### src/rtl/wram_port_pkg.sv
package wram_port_pkg;

  typedef enum logic [1:0] {
    OFF_DATA = 2'd0,
    OFF_LO   = 2'd1,
    OFF_MID  = 2'd2,
    OFF_HI   = 2'd3
  } port_off_e;

  typedef struct packed {
    logic acc;      // data register access (read or write)
    logic we;       // data register write
    logic ld_lo;    // pointer low byte load
    logic ld_mid;   // pointer middle byte load
    logic ld_hi;    // pointer top bits load
    logic rd_open;  // read of an undecoded offset
  } port_cmd_t;

endpackage

### src/rtl/wram_port_decode.sv
module wram_port_decode
  import wram_port_pkg::*;
(
  input  logic       req_valid,
  input  logic       req_write,
  input  logic [1:0] req_offset,
  output port_cmd_t  cmd
);

  port_off_e off;

  always_comb begin
    off         = port_off_e'(req_offset);
    cmd         = '0;
    cmd.acc     = req_valid && (off == OFF_DATA);
    cmd.we      = req_valid && req_write && (off == OFF_DATA);
    cmd.ld_lo   = req_valid && req_write && (off == OFF_LO);
    cmd.ld_mid  = req_valid && req_write && (off == OFF_MID);
    cmd.ld_hi   = req_valid && req_write && (off == OFF_HI);
    cmd.rd_open = req_valid && !req_write && (off != OFF_DATA);
  end

endmodule

### src/rtl/wram_port_ptr.sv
module wram_port_ptr #(
  parameter int PTR_W  = 17,
  parameter int DATA_W = 8
) (
  input  logic              clk,
  input  logic              rst,
  input  logic              step,
  input  logic              ld_lo,
  input  logic              ld_mid,
  input  logic              ld_hi,
  input  logic [DATA_W-1:0] wdata,
  output logic [PTR_W-1:0]  ptr
);

  localparam int MID_LSB = DATA_W;
  localparam int HI_LSB  = 2 * DATA_W;
  localparam int HI_W    = PTR_W - HI_LSB;

  logic [PTR_W-1:0] ptr_q;

  always_ff @(posedge clk) begin
    if (rst) begin
      ptr_q <= '0;
    end else if (step) begin
      ptr_q <= ptr_q + PTR_W'(1);
    end else if (ld_lo) begin
      ptr_q[MID_LSB-1:0] <= wdata;
    end else if (ld_mid) begin
      ptr_q[HI_LSB-1:MID_LSB] <= wdata;
    end else if (ld_hi) begin
      ptr_q[PTR_W-1:HI_LSB] <= wdata[HI_W-1:0];
    end
  end

  assign ptr = ptr_q;

endmodule

### src/rtl/wram_port_resp.sv
module wram_port_resp #(
  parameter int DATA_W = 8
) (
  input  logic              clk,
  input  logic              rst,
  input  logic              rd_ram,
  input  logic              rd_open,
  input  logic [DATA_W-1:0] open_bus,
  input  logic [DATA_W-1:0] ram_rdata,
  output logic              rsp_valid,
  output logic [DATA_W-1:0] rsp_data
);

  logic              vld_q;
  logic              sel_open_q;
  logic [DATA_W-1:0] open_q;

  always_ff @(posedge clk) begin
    if (rst) begin
      vld_q      <= 1'b0;
      sel_open_q <= 1'b0;
      open_q     <= '0;
    end else begin
      vld_q      <= rd_ram || rd_open;
      sel_open_q <= rd_open;
      if (rd_open) open_q <= open_bus;
    end
  end

  assign rsp_valid = vld_q;
  assign rsp_data  = sel_open_q ? open_q : ram_rdata;

endmodule

### src/rtl/wram_port.sv
module wram_port
  import wram_port_pkg::*;
#(
  parameter int PTR_W  = 17,
  parameter int DATA_W = 8
) (
  input  logic              clk,
  input  logic              rst,
  input  logic              req_valid,
  input  logic              req_write,
  input  logic [1:0]        req_offset,
  input  logic [DATA_W-1:0] req_wdata,
  input  logic [DATA_W-1:0] open_bus,
  output logic              rsp_valid,
  output logic [DATA_W-1:0] rsp_data,
  output logic              ram_en,
  output logic              ram_we,
  output logic [PTR_W-1:0]  ram_addr,
  output logic [DATA_W-1:0] ram_wdata,
  input  logic [DATA_W-1:0] ram_rdata
);

  port_cmd_t        cmd;
  logic [PTR_W-1:0] ptr;

  wram_port_decode u_decode (
    .req_valid (req_valid),
    .req_write (req_write),
    .req_offset(req_offset),
    .cmd       (cmd)
  );

  wram_port_ptr #(.PTR_W(PTR_W), .DATA_W(DATA_W)) u_ptr (
    .clk   (clk),
    .rst   (rst),
    .step  (cmd.acc),
    .ld_lo (cmd.ld_lo),
    .ld_mid(cmd.ld_mid),
    .ld_hi (cmd.ld_hi),
    .wdata (req_wdata),
    .ptr   (ptr)
  );

  wram_port_resp #(.DATA_W(DATA_W)) u_resp (
    .clk      (clk),
    .rst      (rst),
    .rd_ram   (cmd.acc && !cmd.we),
    .rd_open  (cmd.rd_open),
    .open_bus (open_bus),
    .ram_rdata(ram_rdata),
    .rsp_valid(rsp_valid),
    .rsp_data (rsp_data)
  );

  assign ram_en    = cmd.acc;
  assign ram_we    = cmd.we;
  assign ram_addr  = ptr;
  assign ram_wdata = req_wdata;

endmodule

### config.mk
export PLATFORM = sky130hd
export DESIGN_NAME = wram_port
export DESIGN_NICKNAME = d
export VERILOG_FILES = /design/src/rtl/wram_port_pkg.sv /design/src/rtl/wram_port_decode.sv /design/src/rtl/wram_port_ptr.sv /design/src/rtl/wram_port_resp.sv /design/src/rtl/wram_port.sv
export SDC_FILE = /design/constraint.sdc
export NUM_CORES = 1
export LEC_CHECK = 0
export BUFFER_PORTS_ARGS = -buffer_cell sky130_fd_sc_hd__buf_2
export CAP_MARGIN = 25
export CORE_UTILIZATION = 52
export DETAILED_ROUTE_END_ITERATION = 8
export GPL_ROUTABILITY_DRIVEN = 0
export PLACE_DENSITY = 0.93
export SYNTH_ARGS = -nofsm -noshare
export SYNTH_HDL_FRONTEND = slang
export SYNTH_SLANG_ARGS = --single-unit
export TNS_END_PERCENT = 30
### constraint.sdc
create_clock -name clk -period 3.7 [get_ports clk]
set_input_delay 0.555 -clock clk [delete_from_list [all_inputs] [get_ports clk]]
set_output_delay 0.555 -clock clk [all_outputs]
set_load 0.05 [all_outputs]
==> flow_summary.toml <==
[run_status]
status = "complete, but fails checks"
failed_checks = "DRC"

[global_routing]
grt_pass1_wl_um = 6570
gr-total-overflow = 0
first_global_vias = 1406
antenna_found_initial = 0
grt_usage = 0.253
grt_max_degree = 32

[die]
design.core.area_sq_um = 2850
die_w_um = 58.0
die_y_um = 58.0
dieArea_sq_um = 3370
io_pins = 66
start_util = 0.572
row_count = 19

[clocking]
clk_path_buf_depth = 2
cts_max_level = 1
cts-buffers-inserted = 3
ctsHoldBuffers = 0
post_cts_buffers = 0
tritoncts = "done"
cts_resized = 0
clkTransAtPathRegs_ns = 0.15
clk-insertion-delay-late_ns = 0.34
cts_root_buf = "clkbuf_4"
clock-sinks = 27

[sta]
finalSetupTns_ns = 0
relSlewSlack = 0.625
fin_ws_ns = 1.14
setup_viol = 0
skew_ns = 0.00267
holdWs_ns = 0.445
max_freq_mhz = 391
finalCritPeriodShare = 0.691
fin_crit_ns = 2.56
tightest_slew_ns = 0.563
final_hold_viol_count = 0
slew_viol_final = 0
rsz0062_at_grt = "no"

[yosys]
syn_area_sq_um = 1630
synth-main-ff-cell = "dfxtp_1"
ys_seq_area_frac = 0.331
synth_common_cells = "dfxtp_1, nor2_1, o21ai_0"
synth_area_leaders = "dfxtp_1, mux2i_1, mux2_2, o21ai_0, a21oi_1"
yosysUniqueCellTypes = 44
netlist_instances = 199
syn_nets = 230
yosysMostFrequentCell = "dfxtp_1"
async_flop_share = 0
synth_top_area_frac = 0.331
ys_ff_latch = 27
yosysTopAreaCell = "dfxtp_1"
synth_edf_count = 0
yosysWarnings = 0
syn_avg_cell_area_sq_um = 8.21

[pwr]
leakage_nw = 0.796
power.density_nw_per_um2 = 323
vdd_drop_max_mv = 0.171
power_mw = 0.621

[critical_path]
critPathKind = "in2out"
arrival_ns = 2.00
critPathLaunchType = "input port"
critPathMaxFanout = 22
cp.required_ns = 3.14
cp-end-kind = "output port"

[final_layout]
layout.nets = 282
syn2layout_area_growth_pct = 17.6
drive_gt1_frac = 0.324
n_antenna_cell = 0
fin_cells = 281

[place]
dp_hpwl_um = 3030
port_buffers = 65
placed_cells = 277
preCtsSetupSlack_ns = 1.20

[routing]
vias_per_cell = 6.15
detail-route-antenna-nets = 0
wire_per_inst_um = 15.3
routed_wl_um = 4310
dr.pass1.iters = 6
dr_total_vias = 1727
drc_errors = 5
drt_iter0_markers = 114

[flow_run]
cap_viol_max_count = 0

[min_path]
hp-class = "in2reg"
## critical path, cell delays in order
cell	delay (ns)
buf_2	0.15
or3b_4	0.53
inv_1	0.41
buf_2	0.35
## layer usage
metal / track usage / vias to the layer above / wire, um
met5: 0 / - / 0
met4: 0.0850 / 0 / 47
met3: 0.0357 / 5 / 355
met2: 0.401 / 92 / 2030
met1: 0.356 / 791 / 1870
li1: - / 839 / -
## report_power, final
part | total (mW) | leakage [nW] | switching [mW] | internal, mW
logic | 0.165 | 0.558 | 0.117 | 0.0486
registers | 0.319 | 0.220 | 0.0161 | 0.303
clock network | 0.136 | 0.0177 | 0.0951 | 0.0408
## worst paths after layout
| path | from | to | slack [ns] | cells past startpoint |
|---|---|---|---|---|
| worst min register to register | u_resp.open_q[1] | u_resp.open_q[1] | 0.52 | 2 |
| worst max register to register | u_ptr.ptr[0] | u_ptr.ptr[16] | 1.71 | 5 |
| worst max-delay path | req_offset[1] | ram_en | 1.14 | 4 |
| worst min-delay path | open_bus[7] | u_resp.open_q[7] | 0.45 | 3 |
## registers in the layout, indices dropped and copies added, names as in the netlist
register / flops
u_resp.sel_open_q: 1
u_ptr.ptr: 17
u_resp.open_q: 8
u_resp.rsp_valid: 1
## per-stage QoR
stage	util	cell area (sq um)
5_1_grt	0.673	1920
3_3_place_gp	0.664	1890
4_1_cts	0.673	1920
6_report	0.673	1920
2_1_floorplan	-	1630
3_5_place_dp	0.664	1890
## cells in the final DEF, fill, tap and decap left out, types with 2 or more instances in the layout
master    instances
nand4_1           6
nand2_1          11
inv_1             5
nand3_1           8
or4_1             3
nor2b_1           2
or3_1             2
o21ai_0          14
nor4b_1           2
a22oi_1           5
nor4_1            6
clkbuf_4          3
nor2_1           16
buf_2            65
mux2i_1          10
a31oi_1           5
and2_1            4
a41oi_1           3
nor3_1            5
a311oi_1          2
and4_1            4
mux2_2            8
a21oi_1          12
a211oi_1          3
a211o_1           2
dfxtp_1          27
## cell families after synthesis
logic type / after synthesis / synth area share
xor+xnor: 1 / 0.00536
compound gates: 53 / 0.208
buf+inv: 24 / 0.0797
simple gates: 75 / 0.251
flops: 27 / 0.331
fa+ha+maj: 1 / 0.00766
mux: 18 / 0.116
## area by class of cell
type / count / area (sq um)
clock inverters: 1 / 5.00
inverters: 5 / 18.8
well taps: 31 / 38.8
flip-flops and latches: 27 / 541
fillers: 242 / 932
clock buffers: 3 / 22.5
multi-input cells: 148 / 962
repair buffers: 66 / 333
No activity file was read; power rests on OpenSTA's default activity.
